<file path="config.mk">
export PLATFORM = sky130hd
export DESIGN_NAME = smc_bank_ctrl
export DESIGN_NICKNAME = d
export VERILOG_FILES = /design/src/rtl/smc_pkg.sv /design/src/rtl/smc_down_cnt.sv /design/src/rtl/smc_snap.sv /design/src/rtl/smc_seq.sv /design/src/rtl/smc_bank_ctrl.sv
export SDC_FILE = /design/constraint.sdc
export NUM_CORES = 1
export LEC_CHECK = 0
export BUFFER_PORTS_ARGS = -buffer_cell sky130_fd_sc_hd__buf_4
export CAP_MARGIN = 20
export CORE_UTILIZATION = 45
export CTS_CLUSTER_SIZE = 8
export DETAILED_ROUTE_END_ITERATION = 10
export GPL_TIMING_DRIVEN = 0
export PLACE_DENSITY = 0.84
export SETUP_SLACK_MARGIN = 0.5
export SYNTH_ARGS = -nofsm -noshare
export SYNTH_HDL_FRONTEND = slang
export SYNTH_HIERARCHICAL = 1
export SYNTH_SLANG_ARGS = --single-unit
</file>
<file path="constraint.sdc">
create_clock -name clk -period 2.7 [get_ports clk]
set_clock_uncertainty 0.05 [all_clocks]
set_input_delay 0.135 -clock clk [delete_from_list [all_inputs] [get_ports clk]]
set_output_delay 0.135 -clock clk [all_outputs]
set_load 0.01 [all_outputs]
</file>
<file path="src/rtl/smc_pkg.sv">
package smc_pkg;

  localparam int CNT_W = 6;

  typedef enum logic [1:0] {
    PH_IDLE   = 2'd0,
    PH_SETUP  = 2'd1,
    PH_STROBE = 2'd2,
    PH_TURN   = 2'd3
  } smc_phase_e;

  typedef struct packed {
    logic       cs_high;
    logic       wait_en;
    logic [3:0] rd_setup;
    logic [4:0] rd_strobe;
    logic [3:0] wr_setup;
    logic [4:0] wr_strobe;
    logic [3:0] turn;
    logic [1:0] width;
  } smc_cfg_t;

  // Setup phase length in cycles: reads +0, writes +1.
  function automatic logic [CNT_W-1:0] setup_len(input smc_cfg_t c, input logic wr);
    return wr ? CNT_W'(c.wr_setup) + CNT_W'(1) : CNT_W'(c.rd_setup);
  endfunction

  // Strobe phase length in cycles: reads +1, writes +2.
  function automatic logic [CNT_W-1:0] strobe_len(input smc_cfg_t c, input logic wr);
    return wr ? CNT_W'(c.wr_strobe) + CNT_W'(2) : CNT_W'(c.rd_strobe) + CNT_W'(1);
  endfunction

  // Recovery length in cycles: +1.
  function automatic logic [CNT_W-1:0] turn_len(input smc_cfg_t c);
    return CNT_W'(c.turn) + CNT_W'(1);
  endfunction

  // Lane mask for a width code: 0 -> 8, 1 -> 16, otherwise 32 bits.
  function automatic logic [31:0] lane_mask(input logic [1:0] w);
    case (w)
      2'd0:    return 32'h0000_00FF;
      2'd1:    return 32'h0000_FFFF;
      default: return 32'hFFFF_FFFF;
    endcase
  endfunction

endpackage

</file>
<file path="src/rtl/smc_down_cnt.sv">
module smc_down_cnt #(
  parameter int W = 6
) (
  input  logic         clk,
  input  logic         rst_n,
  input  logic         load,
  input  logic [W-1:0] load_val,
  input  logic         dec,
  output logic         zero
);
  logic [W-1:0] cnt_q;

  always_ff @(posedge clk or negedge rst_n) begin
    if (!rst_n)              cnt_q <= '0;
    else if (load)           cnt_q <= load_val;
    else if (dec && cnt_q != '0) cnt_q <= cnt_q - W'(1);
  end

  assign zero = (cnt_q == '0);
endmodule

</file>
<file path="src/rtl/smc_snap.sv">
module smc_snap
  import smc_pkg::*;
#(
  parameter int ADDR_W = 24,
  parameter int DATA_W = 32
) (
  input  logic              clk,
  input  logic              rst_n,
  input  logic              take,
  input  smc_cfg_t          cfg_in,
  input  logic              wr_in,
  input  logic [ADDR_W-1:0] addr_in,
  input  logic [DATA_W-1:0] wdata_in,
  output smc_cfg_t          cfg_q,
  output logic              wr_q,
  output logic [ADDR_W-1:0] addr_q,
  output logic [DATA_W-1:0] wdata_q
);
  always_ff @(posedge clk or negedge rst_n) begin
    if (!rst_n) begin
      cfg_q   <= '0;
      wr_q    <= 1'b0;
      addr_q  <= '0;
      wdata_q <= '0;
    end else if (take) begin
      cfg_q   <= cfg_in;
      wr_q    <= wr_in;
      addr_q  <= addr_in;
      wdata_q <= wdata_in;
    end
  end
endmodule

</file>
<file path="src/rtl/smc_seq.sv">
module smc_seq
  import smc_pkg::*;
(
  input  logic             clk,
  input  logic             rst_n,
  input  logic             req_valid,
  input  logic             req_write,
  input  smc_cfg_t         cfg_now,
  input  smc_cfg_t         cfg_lat,
  input  logic             wr_lat,
  input  logic             cnt_zero,
  input  logic             mem_wait,
  output smc_phase_e       phase,
  output logic             accept,
  output logic             cnt_load,
  output logic [CNT_W-1:0] cnt_val,
  output logic             cnt_dec,
  output logic             last_strobe,
  output logic             hold
);
  smc_phase_e ph_q, ph_d;
  logic [CNT_W-1:0] su_now, sb_now;

  assign phase       = ph_q;
  assign accept      = (ph_q == PH_IDLE) && req_valid;
  assign su_now      = setup_len(cfg_now, req_write);
  assign sb_now      = strobe_len(cfg_now, req_write);
  assign hold        = (ph_q == PH_STROBE) && cnt_zero && cfg_lat.wait_en && mem_wait;
  assign last_strobe = (ph_q == PH_STROBE) && cnt_zero && !hold;

  always_comb begin
    ph_d     = ph_q;
    cnt_load = 1'b0;
    cnt_val  = '0;
    cnt_dec  = 1'b0;
    unique case (ph_q)
      PH_IDLE: if (accept) begin
        cnt_load = 1'b1;
        if (su_now == '0) begin
          ph_d    = PH_STROBE;
          cnt_val = sb_now - CNT_W'(1);
        end else begin
          ph_d    = PH_SETUP;
          cnt_val = su_now - CNT_W'(1);
        end
      end
      PH_SETUP: if (cnt_zero) begin
        ph_d     = PH_STROBE;
        cnt_load = 1'b1;
        cnt_val  = strobe_len(cfg_lat, wr_lat) - CNT_W'(1);
      end else cnt_dec = 1'b1;
      PH_STROBE: if (last_strobe) begin
        ph_d     = PH_TURN;
        cnt_load = 1'b1;
        cnt_val  = turn_len(cfg_lat) - CNT_W'(1);
      end else cnt_dec = 1'b1;
      PH_TURN: if (cnt_zero) ph_d = PH_IDLE;
               else cnt_dec = 1'b1;
      default: ph_d = PH_IDLE;
    endcase
  end

  always_ff @(posedge clk or negedge rst_n) begin
    if (!rst_n) ph_q <= PH_IDLE;
    else        ph_q <= ph_d;
  end

  // completion is a single-cycle event.
  a_r8_done_single: assert property (@(posedge clk) disable iff (!rst_n)
    last_strobe |=> !last_strobe);
  // a wait hold keeps the strobe phase for the next cycle.
  a_r7_hold_stays: assert property (@(posedge clk) disable iff (!rst_n)
    hold |=> (ph_q == PH_STROBE));
  // the strobe is always followed by recovery, never straight by idle.
  a_r5_turn_follows: assert property (@(posedge clk) disable iff (!rst_n)
    last_strobe |=> (ph_q == PH_TURN));
endmodule

</file>
<file path="src/rtl/smc_bank_ctrl.sv">
module smc_bank_ctrl
  import smc_pkg::*;
#(
  parameter int ADDR_W = 24,
  parameter int DATA_W = 32
) (
  input  logic              clk,
  input  logic              rst_n,
  input  logic              cfg_cs_high,
  input  logic              cfg_wait_en,
  input  logic [3:0]        cfg_rd_setup,
  input  logic [4:0]        cfg_rd_strobe,
  input  logic [3:0]        cfg_wr_setup,
  input  logic [4:0]        cfg_wr_strobe,
  input  logic [3:0]        cfg_turn,
  input  logic [1:0]        cfg_width,
  input  logic              req_valid,
  input  logic              req_write,
  input  logic [ADDR_W-1:0] req_addr,
  input  logic [DATA_W-1:0] req_wdata,
  output logic              req_ready,
  output logic              done,
  output logic [DATA_W-1:0] rdata,
  output logic              mem_cs,
  output logic              mem_oe_n,
  output logic              mem_we_n,
  output logic [ADDR_W-1:0] mem_addr,
  output logic [DATA_W-1:0] mem_dq_o,
  output logic              mem_dq_oe,
  input  logic [DATA_W-1:0] mem_dq_i,
  input  logic              mem_wait
);
  smc_cfg_t         cfg_now, cfg_lat;
  logic             wr_lat, accept, cnt_load, cnt_dec, cnt_zero, last_strobe, hold;
  logic [CNT_W-1:0] cnt_val;
  logic [DATA_W-1:0] wdata_lat, mask;
  smc_phase_e       phase;
  logic             in_access, in_strobe, cs_pol;

  assign cfg_now = '{cs_high: cfg_cs_high, wait_en: cfg_wait_en,
                     rd_setup: cfg_rd_setup, rd_strobe: cfg_rd_strobe,
                     wr_setup: cfg_wr_setup, wr_strobe: cfg_wr_strobe,
                     turn: cfg_turn, width: cfg_width};

  smc_snap #(.ADDR_W(ADDR_W), .DATA_W(DATA_W)) u_snap (
    .clk(clk), .rst_n(rst_n), .take(accept), .cfg_in(cfg_now),
    .wr_in(req_write), .addr_in(req_addr), .wdata_in(req_wdata),
    .cfg_q(cfg_lat), .wr_q(wr_lat), .addr_q(mem_addr), .wdata_q(wdata_lat));

  smc_seq u_seq (
    .clk(clk), .rst_n(rst_n), .req_valid(req_valid), .req_write(req_write),
    .cfg_now(cfg_now), .cfg_lat(cfg_lat), .wr_lat(wr_lat), .cnt_zero(cnt_zero),
    .mem_wait(mem_wait), .phase(phase), .accept(accept), .cnt_load(cnt_load),
    .cnt_val(cnt_val), .cnt_dec(cnt_dec), .last_strobe(last_strobe), .hold(hold));

  smc_down_cnt #(.W(CNT_W)) u_cnt (
    .clk(clk), .rst_n(rst_n), .load(cnt_load), .load_val(cnt_val),
    .dec(cnt_dec), .zero(cnt_zero));

  assign mask      = lane_mask(cfg_lat.width)[DATA_W-1:0];
  assign in_access = (phase == PH_SETUP) || (phase == PH_STROBE);
  assign in_strobe = (phase == PH_STROBE);
  assign cs_pol    = (phase == PH_IDLE) ? cfg_cs_high : cfg_lat.cs_high;

  assign req_ready = (phase == PH_IDLE);
  assign done      = last_strobe;
  assign rdata     = (last_strobe && !wr_lat) ? (mem_dq_i & mask) : '0;
  assign mem_cs    = in_access ? cs_pol : !cs_pol;
  assign mem_oe_n  = !(in_strobe && !wr_lat);
  assign mem_we_n  = !(in_strobe && wr_lat);
  assign mem_dq_oe = in_access && wr_lat;
  assign mem_dq_o  = wdata_lat & mask;

  // the two strobes never overlap.
  a_r4_strobe_excl: assert property (@(posedge clk) disable iff (!rst_n)
    !(!mem_oe_n && !mem_we_n));
  // the snapshot is frozen while an access runs.
  a_r10_cfg_frozen: assert property (@(posedge clk) disable iff (!rst_n)
    (phase != PH_IDLE) |=> ((phase == PH_IDLE) || $stable(cfg_lat)));
  // nothing is strobed and ready is low during recovery.
  a_r5_turn_quiet: assert property (@(posedge clk) disable iff (!rst_n)
    (phase == PH_TURN) |-> (mem_oe_n && mem_we_n && !req_ready && !mem_dq_oe));
endmodule

</file>
==> run_results.csv <==
group,metric,value,unit
run_status,status,"finished, final reports clean",
power,power_switching,3.073,mW
cells_and_area,fillCellCount,611,
timing,hold_slack,23.87,ps
timing,fin_crit_sh,92.75,%
die,io_pins,213,
die,die_x,108.1,um
setup_path,crit_path_cell_trace,"or3_4 -> buf_6 -> nor2_4 -> nand3_4 -> inv_4 -> nor2b_4 -> buf_12 -> buf_6 -> and3_1 -> buf_4",
global_routing,grt_pass1_wl,26370,um
cells_and_area,final_util,78.25,%
place,gp_congestion,0.9003,
setup_path,crit_type,"flop to output pin",
global_routing,antenna_found_initial,1,
setup_path,critPathTopFamily,"simple AND/OR/NAND/NOR gates",
routing,antenna_left,0,
cts,cts_sinks,83,
setup_path,cpMostUsedCell,"buf_6",
cts,numCtsBuffers,9,
cells_and_area,regArea,0.002079,mm^2
power,p_per_area,958.0,mW/mm^2
power,ir_worst_vdd,0.9195,mV
setup_path,cp_slowest_stage_delay,400,ps
global_routing,grt_pass1_vias,5176,
global_routing,grt_max_degree,84,
setup_path,endpoint_kind,"output pin",
power,intPower,5.089,mW
setup_path,cp.arrival,2320,ps
cells_and_area,drive_above_1_share,57.33,%
die,die_h,108.1,um
power,clkPwrFrac,11.1,%
worst_hold_path,hold_path.class,"input pin to flop",
place,io_buffers,212,
setup_path,reg2reg_depth,9,
routing,viasPerCell,5.423,
power,p_seq_share,29.3,%
die,rows,38,
die,start_util,46.51,%
setup_path,cp-endpoint,"rdata[27]",
timing,min_period,2504,ps
timing,tightest_slew,495.5,ps
flow_run,cap_violations,0,
timing,setup_viol,0,
setup_path,rr_endpoint,"u_cnt/cnt_q[5]",
cts,clk_pin_slew_worst_paths,90,ps
routing,via_count,4832,
setup_path,reg2reg_from,"u_snap/cfg_q[16]",
cells_and_area,final_nets,880,
setup_path,slowest_stage,"dfrtp_1",
setup_path,required,2520,ps
cells_and_area,area_growth,68.25,%
timing,hold_viol_final,0,
routing,wl_per_cell,19.80,um
setup_path,worstPathMaxFanout,8,
synthesis,yosysWarnings,6,
power,leakagePower,4.057,nW
timing,finalWorstSetupSlack,195.7,ps
cts,tritoncts,"done",
setup_path,startpoint_type,"flop",
timing,fmax,399.3,MHz
setup_path,path_buf_inv,5,
die,dieArea,0.01168,mm^2
power,total_power,8.162,mW
power,p_comb_share,59.6,%
routing,drc,0,
routing,wl,17650,um
timing,tns,0,ps
routing,dr.pass1.iters,4,
synthesis,syn_nets,550,
cts,htree_levels,3,
synthesis,netlist_instances,416,
place,place_area,0.006890,mm^2
cells_and_area,layoutNonFillerInstCount,891,
cells_and_area,multi_input_area,0.002973,mm^2
setup_path,startpoint,"u_cnt/cnt_q[2]",
synthesis,synth_area_per_cell,12.17,um^2
setup_path,ff2ff_setup_slack,240,ps
place,hpwl,10520,um
cts,clock_latency,350,ps
routing,drt_iter0_markers,356,
timing,rsz0062_at_grt,"yes",
power,swShare,37.65,%
die,core,0.01089,mm^2
place,place_ws,-42.26,ps
place,dp.cells,768,
setup_path,path_depth,10,
timing,max_slew_margin,66.97,%
synthesis,mappedNetlistArea,0.005064,mm^2
cts,clockBufferDepth,2,
timing,slew_violations,0,
cells_and_area,fin_area,0.008519,mm^2
cts,cts_root_buffer,"clkbuf_8",
global_routing,grt_overflow,0,
global_routing,track_usage,29.93,%
[layout make-up]
| class | count | share of cell area, % |
|---|---|---|
| multi-input combinational | 295 | 34.89 |
| timing repair buffer | 319 | 32.19 |
| sequential | 83 | 24.41 |
| buffer | 23 | 3.451 |
| tap | 140 | 2.056 |
| clock buffer | 10 | 1.498 |
| clock inverter | 5 | 0.7343 |
| inverter | 15 | 0.7343 |
| antenna | 1 | 0.02937 |
[power groups by stage]
stage / clock network (mW) / logic (mW) / registers [mW]
after floorplan: 0 / 2.61 / 2.35
after global placement: 0 / 3.98 / 2.33
after detailed placement: 0 / 4.13 / 2.38
after CTS: 0.919 / 4.52 / 2.36
after global routing: 0.977 / 5.17 / 2.46
final: 0.904 / 4.87 / 2.39
[layout by cell type (no fill, tap or decap), drive strengths merged, types with 4 or more instances in the layout]
| cell type | count |
|---|---|
| buf | 262 |
| nand2b | 4 |
| o211ai | 5 |
| nand2 | 17 |
| dfrtp | 83 |
| clkbuf | 16 |
| or3b | 4 |
| and2 | 33 |
| ha | 15 |
| xor2 | 14 |
| a21oi | 8 |
| o21ai | 7 |
| o31ai | 4 |
| mux2i | 8 |
| and3 | 26 |
| or4 | 4 |
| xnor2 | 5 |
| mux2 | 75 |
| nand3 | 10 |
| nor2 | 11 |
| dlygate4sd3 | 74 |
| inv | 16 |
| o22ai | 4 |
[routing by layer]
| metal | track usage (%) | vias to the layer above | wire length (um) |
|---|---|---|---|
| li1 | - | 2153 | - |
| met1 | 31.83 | 2375 | 6414 |
| met2 | 55.00 | 239 | 9277 |
| met3 | 5.967 | 65 | 1113 |
| met4 | 16.63 | 0 | 840 |
| met5 | 0 | - | 0 |
[worst reg2reg max path: cells and delay by family, from the launching register on]
family                     cells  cell delay (ps)
and+or+nand+nor                3              750
AOI/OAI and AO/OA              3              600
DFF                            1              410
adders and majority gates      1              210
muxes                          1              190
xor gates and xnor gates       1              150
[how the worst min path moves through the flow]
stage                     startpoint  cells past startpoint           endpoint  slack, ps
floorplan                      rst_n                      0     u_cnt/cnt_q[0]       -210
global placement               rst_n                      1  u_snap/wdata_q[2]        320
detailed placement      req_wdata[7]                      2  u_snap/wdata_q[7]        320
CTS                 cfg_rd_strobe[3]                      2   u_snap/cfg_q[18]          4
global route        cfg_rd_strobe[2]                      2   u_snap/cfg_q[17]         10
finish              cfg_rd_strobe[0]                      2   u_snap/cfg_q[15]         20
[flip-flops by register name, summed over array words and instances (netlist names)]
name and cells:
u_seq/phase 2, u_cnt/cnt_q 6, u_snap/addr_q 24, u_snap/cfg_q 18
u_snap/wdata_q 32, u_snap/wr_q 1
[repair_timing]
| item | in CTS | in global routing |
|---|---|---|
| endpoints found under the setup margin | 38 | 40 |
| endpoints found under the hold margin | 155 | 1 |
| buffers inserted | 19 | 10 |
| hold buffers | 73 | 1 |
| gates resized for setup | 65 | 42 |
| pin swaps | 30 | 25 |
| gates cloned | 3 | 0 |
(Power assumes the default switching activity.)
